[src/rtl/pacer_pkg.sv]
package pacer_pkg;
  typedef enum logic [1:0] {
    CMD_QUALITY = 2'd0,
    CMD_RESYNC  = 2'd1,
    CMD_STAMP   = 2'd2,
    CMD_RSVD    = 2'd3
  } cmd_e;

  typedef enum logic [1:0] {
    S_IDLE  = 2'd0,
    S_SEND  = 2'd1,
    S_ECHO  = 2'd2,
    S_GUARD = 2'd3
  } state_e;

  localparam logic [7:0] CH_CR = 8'h0D;

  // Letter for each command; the receiver decodes only the low nibble.
  function automatic logic [7:0] cmd_letter(input cmd_e c);
    case (c)
      CMD_QUALITY: cmd_letter = 8'h67;
      CMD_RESYNC:  cmd_letter = 8'h68;
      CMD_STAMP:   cmd_letter = 8'h6F;
      default:     cmd_letter = 8'h00;
    endcase
  endfunction
endpackage

[src/rtl/pace_timer.sv]
module pace_timer #(
  parameter int W = 16
) (
  input  logic         clk,
  input  logic         rst,
  input  logic         load,
  input  logic [W-1:0] load_val,
  output logic         zero
);
  logic [W-1:0] cnt;

  always_ff @(posedge clk) begin
    if (rst)              cnt <= '0;
    else if (load)        cnt <= load_val;
    else if (cnt != '0)   cnt <= cnt - 1'b1;
  end

  assign zero = (cnt == '0);
endmodule

[src/rtl/echo_watch.sv]
module echo_watch #(
  parameter int DW = 8
) (
  input  logic          armed,
  input  logic          rx_valid,
  input  logic [DW-1:0] rx_data,
  input  logic [DW-1:0] sent,
  output logic          hit,
  output logic          miss
);
  logic seen;
  assign seen = armed && rx_valid;
  assign hit  = seen && (rx_data == sent);
  assign miss = seen && (rx_data != sent);
endmodule

[src/rtl/serial_cmd_pacer.sv]
module serial_cmd_pacer
  import pacer_pkg::*;
#(
  parameter int CLK_HZ    = 50_000_000,
  parameter int BAUD      = 300,
  parameter int DATA_BITS = 8,
  parameter int STOP_BITS = 2,
  parameter int GUARD_US  = 10_000,
  parameter int TMO_W     = 4
) (
  input  logic             clk,
  input  logic             rst,
  input  logic             cmd_valid,
  input  logic [1:0]       cmd_code,
  output logic             cmd_ready,
  input  logic [TMO_W-1:0] timeout_chars,
  output logic [7:0]       tx_data,
  output logic             tx_valid,
  input  logic             tx_ready,
  input  logic             rx_valid,
  input  logic [7:0]       rx_data,
  output logic             busy,
  output logic             done,
  output logic             timeout,
  output logic             echo_err
);
  localparam longint BIT_CYC   = longint'(CLK_HZ) / longint'(BAUD);
  localparam longint CHAR_CYC  = BIT_CYC * longint'(1 + DATA_BITS + STOP_BITS);
  localparam longint GUARD_CYC = (longint'(CLK_HZ) * longint'(GUARD_US)) / 64'd1_000_000;
  localparam longint TMO_MAX   = CHAR_CYC * ((longint'(1) << TMO_W) - 1);
  localparam longint CNT_MAX   = (TMO_MAX > GUARD_CYC) ? TMO_MAX : GUARD_CYC;
  localparam int     CNT_W     = $clog2(CNT_MAX + 1);

  state_e          state;
  logic            second;
  logic [7:0]      tx_q;
  logic            done_q, tmo_q, err_q;
  logic            hit, miss, tmr_zero, tmr_load;
  logic [CNT_W-1:0] tmr_val, tmo_load;

  assign tmo_load = CNT_W'(timeout_chars) * CNT_W'(CHAR_CYC);
  assign tmr_load = (state == S_SEND && tx_ready) || hit;
  assign tmr_val  = hit ? CNT_W'(GUARD_CYC) : tmo_load;

  pace_timer #(.W(CNT_W)) u_timer (
    .clk      (clk),
    .rst      (rst),
    .load     (tmr_load),
    .load_val (tmr_val),
    .zero     (tmr_zero)
  );

  echo_watch #(.DW(8)) u_echo (
    .armed    (state == S_ECHO),
    .rx_valid (rx_valid),
    .rx_data  (rx_data),
    .sent     (tx_q),
    .hit      (hit),
    .miss     (miss)
  );

  always_ff @(posedge clk) begin
    if (rst) begin
      state  <= S_IDLE;
      second <= 1'b0;
      tx_q   <= '0;
      done_q <= 1'b0;
      tmo_q  <= 1'b0;
      err_q  <= 1'b0;
    end else begin
      done_q <= 1'b0;
      tmo_q  <= 1'b0;
      err_q  <= 1'b0;
      case (state)
        S_IDLE: begin
          if (cmd_valid) begin
            if (cmd_e'(cmd_code) == CMD_RSVD) begin
              err_q <= 1'b1;
            end else begin
              tx_q   <= cmd_letter(cmd_e'(cmd_code));
              second <= 1'b0;
              state  <= S_SEND;
            end
          end
        end
        S_SEND: begin
          if (tx_ready) state <= S_ECHO;
        end
        S_ECHO: begin
          if (hit) begin
            state <= S_GUARD;
          end else if (miss) begin
            err_q <= 1'b1;
            state <= S_IDLE;
          end else if (tmr_zero) begin
            tmo_q <= 1'b1;
            state <= S_IDLE;
          end
        end
        S_GUARD: begin
          if (tmr_zero) begin
            if (second) begin
              done_q <= 1'b1;
              state  <= S_IDLE;
            end else begin
              tx_q   <= CH_CR;
              second <= 1'b1;
              state  <= S_SEND;
            end
          end
        end
        default: state <= S_IDLE;
      endcase
    end
  end

  assign cmd_ready = (state == S_IDLE);
  assign busy      = (state != S_IDLE);
  assign tx_valid  = (state == S_SEND);
  assign tx_data   = tx_q;
  assign done      = done_q;
  assign timeout   = tmo_q;
  assign echo_err  = err_q;
endmodule

[config.mk]
export PLATFORM = sky130hd
export DESIGN_NAME = serial_cmd_pacer
export DESIGN_NICKNAME = d
export VERILOG_FILES = /design/src/rtl/pacer_pkg.sv /design/src/rtl/pace_timer.sv /design/src/rtl/echo_watch.sv /design/src/rtl/serial_cmd_pacer.sv
export SDC_FILE = /design/constraint.sdc
export NUM_CORES = 1
export LEC_CHECK = 0
export BUFFER_PORTS_ARGS = -buffer_cell sky130_fd_sc_hd__clkbuf_2
export CAP_MARGIN = 20
export CORE_MARGIN = 2
export CORE_UTILIZATION = 35
export CTS_CLUSTER_DIAMETER = 60
export DETAILED_ROUTE_END_ITERATION = 7
export PLACE_DENSITY = 0.62
export SYNTH_ARGS = -nofsm -noshare
export SYNTH_HDL_FRONTEND = slang
export SYNTH_SLANG_ARGS = --single-unit
[constraint.sdc]
create_clock -name clk -period 8.65 [get_ports clk]
set_input_delay 0.865 -clock clk [delete_from_list [all_inputs] [get_ports clk]]
set_output_delay 0.865 -clock clk [all_outputs]
set_load 0.01 [all_outputs]
==> impl_metrics.env, run 1 <==
export IMPL_p_per_area_nw_per_um2=284
export IMPL_whs_path_depth=1
export IMPL_drtIter0Drc=174
export IMPL_nNetsFinal=493
export IMPL_cpMostUsedCell="fa_1"
export IMPL_cts_sinks=35
export IMPL_routabilityCongestion=0.866
export IMPL_layout_commonest_cell="ha_1"
export IMPL_area_growth_pct=9.72
export IMPL_reg2reg_slack_ps=5760
export IMPL_max_freq_mhz=259
export IMPL_r2r_start="u_timer.cnt[9]"
export IMPL_cpPeakStageDelay_ps=580
export IMPL_cts_tree="built"
export IMPL_fillers=971
export IMPL_drc=0
export IMPL_grt_antenna_before_repair=0
export IMPL_yosysUniqueCellTypes=60
export IMPL_start_util=0.363
export IMPL_core_region_area_sq_um=9280
export IMPL_fp_dieArea_sq_um=10400
export IMPL_criticalPathCategory="input port to flop"
export IMPL_status="finished clean"
export IMPL_wl_per_cell_microns=15.3
export IMPL_dp_hpwl_mm=6.55
export IMPL_worstHoldPathType="flop to flop"
export IMPL_ys_dominant_reg_cell="dfxtp_1"
export IMPL_antenna_cells=0
export IMPL_period_share=0.446
export IMPL_critPathTopFamily="adder cells"
export IMPL_hold_path_end="done"
export IMPL_rsz0062_at_grt="no"
export IMPL_cts_htree_levels=2
export IMPL_critPathLaunchType="input port"
export IMPL_antenna_left=0
export IMPL_drive_above_1_share=0.121
export IMPL_cts_setup_buffers=0
export IMPL_critPathRequiredTime_ps=8810
export IMPL_cp_buffers_inverters=1
export IMPL_netlist_area_sq_um=3370
export IMPL_relSlewSlack=0.432
export IMPL_track_usage=0.169
export IMPL_grt_overflow=0
export IMPL_synthCells=413
export IMPL_die_x_microns=102
export IMPL_holdCritStartpoint="second"
export IMPL_final_util=0.399
export IMPL_dieHeight_microns=102
export IMPL_via_per_inst=5.46
export IMPL_insertion_delay_ps=290
export IMPL_synth_seq_area_share=0.208
export IMPL_maxCapViolCount=0
export IMPL_endpoint_kind="flop"
export IMPL_first_pass_iters=5
export IMPL_critPathSlowestCell="ha_1"
export IMPL_finalSetupViolations=0
export IMPL_io_buffers=30
export IMPL_clockRootBuffer="clkbuf_8"
export IMPL_cts_buffers=5
export IMPL_report_final_slew_viol_count=0
export IMPL_timing_rr_end="u_timer.cnt[20]"
export IMPL_final_min_clock_period_ps=3860
export IMPL_clock_path_buffers=2
export IMPL_worstPathMaxFanout=14
export IMPL_rows=35
export IMPL_ys_ff_latch=35
export IMPL_worstMarginPinSlew_ps=852
export IMPL_synth_warning_count=0
export IMPL_vias=3058
export IMPL_finClkSkew_ps=4.43
export IMPL_leakage_nw=1.63
export IMPL_path_clk_slew_ps=70
export IMPL_path_cells="clkbuf_2, fa_1, fa_1, ha_1, nand3_1, o211ai_1, a31oi_1, o21ai_0, mux2i_1, a21oi_1"
export IMPL_rr_worst_depth=6
export IMPL_grt_pass1_vias=2826
export IMPL_async_flop_share=0
export IMPL_ir_worst_vdd_uv=115
export IMPL_arrival_ps=4020
export IMPL_synth_area_per_cell_sq_um=8.17
export IMPL_synth_edff_count=0
export IMPL_io_pins=33
export IMPL_fin_tns_setup_ps=0
export IMPL_grt_max_degree=22
export IMPL_grt_pass1_wl_mm=14.0
export IMPL_cts_resized_gates=0
export IMPL_final_cell_mix="ha_1 (36), dfxtp_1 (35), a21oi_1 (31)"
export IMPL_wirelength_mm=8.59
export IMPL_holdBufCountCts=0
export IMPL_hold_violations=0
worst register-to-register path, stage by stage, from the launching register on:
cell and delay, ps:
dfxtp_1 360, or4_4 580, nand4b_4 280, nor4_4 790, nand2_1 190, nand2_1 430, o22ai_1 130
sequential cells by signal (all words and copies together) (netlist names):
signal	cells
done	1
echo_err	1
second	1
state	2
timeout	1
tx_data	4
u_timer.cnt	25
cells by family after synthesis:
family	Yosys count	synth area share
other cells	1	0.00111
compound gates	111	0.217
flops	35	0.208
buf+inv	47	0.0601
simple gates	133	0.223
mux	3	0.00890
fa+ha+maj	44	0.181
xor+xnor	39	0.101
per-stage QoR:
step	cell area [sq um]	instances	hold slack, ps	setup WS, ps	power, mW
floorplan	3380	414	466	5060	0.769
global placement	3580	552	500	4630	0.883
detailed placement	3580	552	499	4520	0.889
CTS	3700	560	509	4840	1.05
global route	3700	560	520	4570	1.14
finish	3700	560	504	4790	1.05
synthesized netlist by cell type (8+ instances only):
library cell | instances | area share
fa_1 | 8 | 0.047
nor3_1 | 20 | 0.030
nand3_1 | 8 | 0.012
nor2_1 | 29 | 0.032
xor2_1 | 17 | 0.044
inv_1 | 26 | 0.029
clkbuf_1 | 13 | 0.014
nor4_1 | 8 | 0.015
xnor2_1 | 22 | 0.057
o22ai_1 | 9 | 0.017
o21ai_0 | 18 | 0.027
a21oi_1 | 31 | 0.046
ha_1 | 36 | 0.13
nand2_1 | 26 | 0.029
dfxtp_1 | 35 | 0.21
metal layers:
layer	vias to the layer above	track usage	share of wire
met5	-	0	0
met4	0	0.0451	0.014
met3	9	0.0192	0.047
met2	93	0.284	0.45
met1	1418	0.232	0.49
li1	1538	-	-
how the worst max path moves through the flow:
stage                      from              end  cells past startpoint
6_report       timeout_chars[1]  u_timer.cnt[24]                     10
2_1_floorplan  timeout_chars[1]  u_timer.cnt[21]                     11
5_1_grt        timeout_chars[1]  u_timer.cnt[24]                     10
4_1_cts        timeout_chars[1]  u_timer.cnt[24]                     10
3_5_place_dp   timeout_chars[1]  u_timer.cnt[21]                     12
3_3_place_gp   timeout_chars[1]  u_timer.cnt[24]                     10
layout make-up:
cell class	instances	area [sq um]	area share
Sequential cell	35	701	0.189
Inverter	26	97.6	0.0264
Multi-Input combinational cell	332	2470	0.668
Clock buffer	6	82.6	0.0223
Clock inverter	2	35.0	0.00947
Tap cell	129	161	0.0436
Timing Repair Buffer	30	150	0.0406
report_power, final:
part / switching [mW] / internal, mW
logic: 0.351 / 0.271
registers: 0.0606 / 0.215
clock network: 0.0615 / 0.0933
(Power assumes the default switching activity.)
==> inputs of run 2 (changes only) <==
clock period = 3.8 ns   (was 8.65 ns; I/O delays follow)
==> run 2 against run 1 <==
Compared with the run above:
- first-iteration DRC count down 11%
- flip-flop and latch count unchanged
- clock skew is 1.9 ps higher
- wire length fell by 2.0%
==> impl_metrics.env, run 2 (synthesized netlist as in run 1, its figures left out) <==
export IMPL_report_final_slew_viol_count=0
export IMPL_fin_tns_setup_ps=0
export IMPL_finalSetupViolations=0
export IMPL_rsz0062_at_grt="no"
export IMPL_layout_cells_non_filler=564
export IMPL_cts_htree_levels=2
export IMPL_grt_overflow=0
export IMPL_dieHeight_microns=102
export IMPL_period_share=0.848
export IMPL_cts_resized_gates=0
export IMPL_antenna_cells=0
export IMPL_design_power_total_mw=2.31
export IMPL_hold_violations=0
export IMPL_layout_commonest_cell="ha_1"
export IMPL_critPathLaunchType="input port"
export IMPL_regMostFlops="u_timer.cnt"
export IMPL_wl_per_cell_microns=14.9
export IMPL_maxCapViolCount=0
export IMPL_final_min_clock_period_ps=3220
export IMPL_switchingPower_mw=1.06
export IMPL_holdBufCountCts=0
export IMPL_max_freq_mhz=310
export IMPL_drtIter0Drc=154
export IMPL_leakage_nw=1.63
export IMPL_die_x_microns=102
export IMPL_endpoint_kind="flop"
export IMPL_insertion_delay_ps=280
export IMPL_seqPwrFrac=0.271
export IMPL_path_clk_slew_ps=70
export IMPL_area_growth_pct=9.53
export IMPL_drive_above_1_share=0.124
export IMPL_start_util=0.363
export IMPL_largest_reg_flops=25
export IMPL_arrival_ps=3380
export IMPL_dp_hpwl_mm=6.57
export IMPL_p_int_mw=1.25
export IMPL_critPathRequiredTime_ps=3960
export IMPL_via_per_inst=5.51
export IMPL_rows=35
export IMPL_relSlewSlack=0.460
export IMPL_worstHoldPathType="input port to flop"
export IMPL_core_region_area_sq_um=9280
export IMPL_clock_path_buffers=2
export IMPL_io_buffers=30
export IMPL_status="finished clean"
export IMPL_power_share_switching=0.460
export IMPL_grt_pass1_vias=2868
export IMPL_io_pins=33
export IMPL_first_pass_iters=4
export IMPL_cts_sinks=35
export IMPL_cts_buffers=5
export IMPL_grt_pass1_wl_mm=13.7
export IMPL_dp_cells=556
export IMPL_antenna_left=0
export IMPL_fp_dieArea_sq_um=10400
export IMPL_wirelength_mm=8.41
export IMPL_power_frac_clock=0.110
export IMPL_drc=0
export IMPL_pwr_share_comb=0.619
export IMPL_vias=3109
export IMPL_nNetsFinal=497
export IMPL_worstMarginPinSlew_ps=808
export IMPL_cts_tree="built"
export IMPL_grt_max_degree=22
export IMPL_worstPathMaxFanout=6
export IMPL_cts_setup_buffers=0
export IMPL_routabilityCongestion=0.866
export IMPL_ir_worst_vdd_uv=226
export IMPL_track_usage=0.166
export IMPL_grt_antenna_before_repair=0
export IMPL_clockRootBuffer="clkbuf_8"
export IMPL_final_cell_mix="ha_1 (36), dfxtp_1 (35), a21oi_1 (31)"
export IMPL_criticalPathCategory="input port to flop"
export IMPL_p_per_area_nw_per_um2=624
export IMPL_finClkSkew_ps=6.32
run 2: cell types whose count changed in the layout (fill, tap and decap cells not counted):
| cell | previous run | this run |
|---|---|---|
| clkbuf_8 | 6 | 5 |
| bufinv_16 | 1 | 0 |
| clkbuf_1 | 0 | 2 |
| buf_4 | 0 | 4 |
run 2: worst paths after layout:
check	from	to	slack, ps	cells past startpoint
worst max-delay path	timeout_chars[2]	u_timer.cnt[21]	580	12
worst min-delay path	rx_valid	timeout	320	2
worst max register to register	state[1]	u_timer.cnt[21]	1100	6
worst min register to register	second	done	510	1
run 2: critical path: stages:
cell and delay, ps:
clkbuf_2 140, fa_1 640, inv_1 80, fa_1 480
inv_1 40, ha_1 360, and4_1 240, and2_1 150
a32oi_1 400, a32oi_1 190, xnor2_1 180, o22ai_1 90
run 2: area by class of cell:
cell class | instances | area (sq um)
Sequential cell | 35 | 701
Tap cell | 129 | 161
Clock inverter | 1 | 5.00
Multi-Input combinational cell | 332 | 2470
Inverter | 26 | 97.6
Timing Repair Buffer | 34 | 180
Fill cell | 969 | 5590
Clock buffer | 7 | 76.3
run 2: metal layers:
metal	GRT usage	wire, microns	share of wire	up-vias
li1	-	-	-	1549
met1	0.222	3940	0.47	1442
met2	0.279	3830	0.45	108
met3	0.0267	536	0.064	10
met4	0.0431	104	0.012	0
met5	0	0	0	-
run 2: power by group through the flow:
stage,logic (mW),clock network [mW],registers [mW]
4_1_cts,1.42,0.263,0.622
2_1_floorplan,1.15,0,0.601
3_3_place_gp,1.41,0,0.627
5_1_grt,1.58,0.279,0.644
3_5_place_dp,1.41,0,0.630
6_report,1.43,0.255,0.624
run 2: metrics by stage:
stage / utilization / hold WS, ps / setup slack, ps / instance area [sq um]
final: 0.398 / 324 / 578 / 3690
after global routing: 0.398 / 339 / 371 / 3690
after CTS: 0.398 / 321 / 561 / 3690
after detailed placement: 0.389 / 498 / 268 / 3610
after global placement: 0.389 / 499 / 324 / 3610
after floorplan: - / 456 / 691 / 3380
==> inputs of run 3 (changes only) <==
clock period = 3.3 ns   (was 3.8 ns; I/O delays follow)
==> run 3 against run 2 <==
Compared with the run above:
- setup slack got worse by 320 ps
- cell count grew 2.8%
- highest routed layer unchanged
- flip-flop and latch count unchanged
==> impl_metrics.env, run 3 (synthesized netlist as in run 1, its figures left out) <==
export IMPL_clock_path_buffers=2
export IMPL_placed_area_sq_um=3740
export IMPL_area_growth_pct=13.5
export IMPL_drc=0
export IMPL_final_util=0.412
export IMPL_io_pins=33
export IMPL_max_freq_mhz=329
export IMPL_critPathRequiredTime_ps=3490
export IMPL_track_usage=0.176
export IMPL_cts_htree_levels=2
export IMPL_period_share=0.921
export IMPL_grt_overflow=0
export IMPL_wl_per_cell_microns=15.0
export IMPL_routabilityCongestion=0.867
export IMPL_path_clk_slew_ps=70
export IMPL_grt_pass1_wl_mm=14.6
export IMPL_drive_above_1_share=0.160
export IMPL_design_power_total_mw=2.76
export IMPL_stdcell_area_sq_um=3830
export IMPL_final_cell_mix="ha_1 (36), dfxtp_1 (35), a21oi_1 (31)"
export IMPL_endpoint_kind="flop"
export IMPL_largest_reg_flops=25
export IMPL_p_per_area_nw_per_um2=722
export IMPL_io_buffers=30
export IMPL_maxCapViolCount=0
export IMPL_rsz0062_at_grt="no"
export IMPL_holdBufCountCts=0
export IMPL_hold_violations=0
export IMPL_ir_worst_vdd_uv=245
export IMPL_vias=3155
export IMPL_criticalPathCategory="input port to flop"
export IMPL_fp_dieArea_sq_um=10400
export IMPL_dieHeight_microns=102
export IMPL_start_util=0.363
export IMPL_arrival_ps=3230
export IMPL_grt_max_degree=17
export IMPL_antenna_left=0
export IMPL_core_region_area_sq_um=9280
export IMPL_clockRootBuffer="clkbuf_8"
export IMPL_dp_hpwl_mm=7.05
export IMPL_worstHoldPathType="input port to flop"
export IMPL_worstPathMaxFanout=6
export IMPL_nNetsFinal=514
export IMPL_wirelength_mm=8.72
export IMPL_cts_sinks=35
export IMPL_grt_antenna_before_repair=0
export IMPL_rows=35
export IMPL_critPathLaunchType="input port"
export IMPL_cts_setup_buffers=0
export IMPL_fillers=972
export IMPL_regMostFlops="u_timer.cnt"
export IMPL_status="finished clean"
export IMPL_drtIter0Drc=148
export IMPL_finalSetupViolations=0
export IMPL_layout_commonest_cell="ha_1"
export IMPL_antenna_cells=0
export IMPL_first_pass_iters=4
export IMPL_insertion_delay_ps=290
export IMPL_leakage_nw=1.71
export IMPL_cts_tree="built"
export IMPL_via_per_inst=5.44
export IMPL_report_final_slew_viol_count=0
export IMPL_grt_pass1_vias=3076
export IMPL_die_x_microns=102
export IMPL_final_min_clock_period_ps=3040
export IMPL_cts_resized_gates=0
export IMPL_cts_buffers=5
export IMPL_finClkSkew_ps=8.10
-- run 3: cell types whose count changed in the layout (fill, tap and decap cells not counted), sizes merged --
cell    change
buf        +17
clkbuf      -1
-- run 3: metal layers --
metal | GRT usage | share of wire | routed length (microns)
met1 | 0.229 | 0.48 | 4180
met2 | 0.305 | 0.47 | 4080
met3 | 0.0226 | 0.035 | 308
met4 | 0.0533 | 0.016 | 141
met5 | 0 | 0 | 0
-- run 3: final timing paths --
| check | depth (start not counted) | to | from | slack, ps |
|---|---|---|---|---|
| max | 10 | u_timer.cnt[16] | timeout_chars[2] | 260 |
| min | 2 | timeout | rx_valid | 270 |
| max reg2reg | 6 | u_timer.cnt[5] | state[1] | 930 |
| min reg2reg | 1 | done | second | 510 |
-- run 3: metrics by stage --
stage	std cells	hold WS, ps	worst slack (ps)	setup TNS, ps
2_1_floorplan	414	406	241	0
3_3_place_gp	573	499	72.0	0
3_5_place_dp	573	497	-52.0	-52.0
4_1_cts	580	266	252	0
5_1_grt	580	279	11.6	0
6_report	580	270	261	0
-- run 3: where the power goes --
group | switching [mW] | leakage, nW | internal [mW]
Sequential | 0.159 | 0.287 | 0.564
Combinational | 0.945 | 1.38 | 0.783
Clock | 0.150 | 0.0470 | 0.164
-- run 3: cell type report --
class | instances | area [sq um] | share of cell area
multi-input cells | 332 | 2470 | 0.646
flip-flops and latches | 35 | 701 | 0.183
repair buffers | 51 | 308 | 0.0804
well taps | 129 | 161 | 0.0422
inverters | 26 | 97.6 | 0.0255
clock buffers | 6 | 82.6 | 0.0216
clock inverters | 1 | 5.00 | 0.00131
-- run 3: critical path, cell delays in order --
cell and delay, ps:
clkbuf_2 150, fa_1 520, ha_1 360, ha_1 300, a21oi_1 200, o211ai_1 180, a31oi_1 450, o21ai_0 280
xnor2_1 200, a221oi_1 260
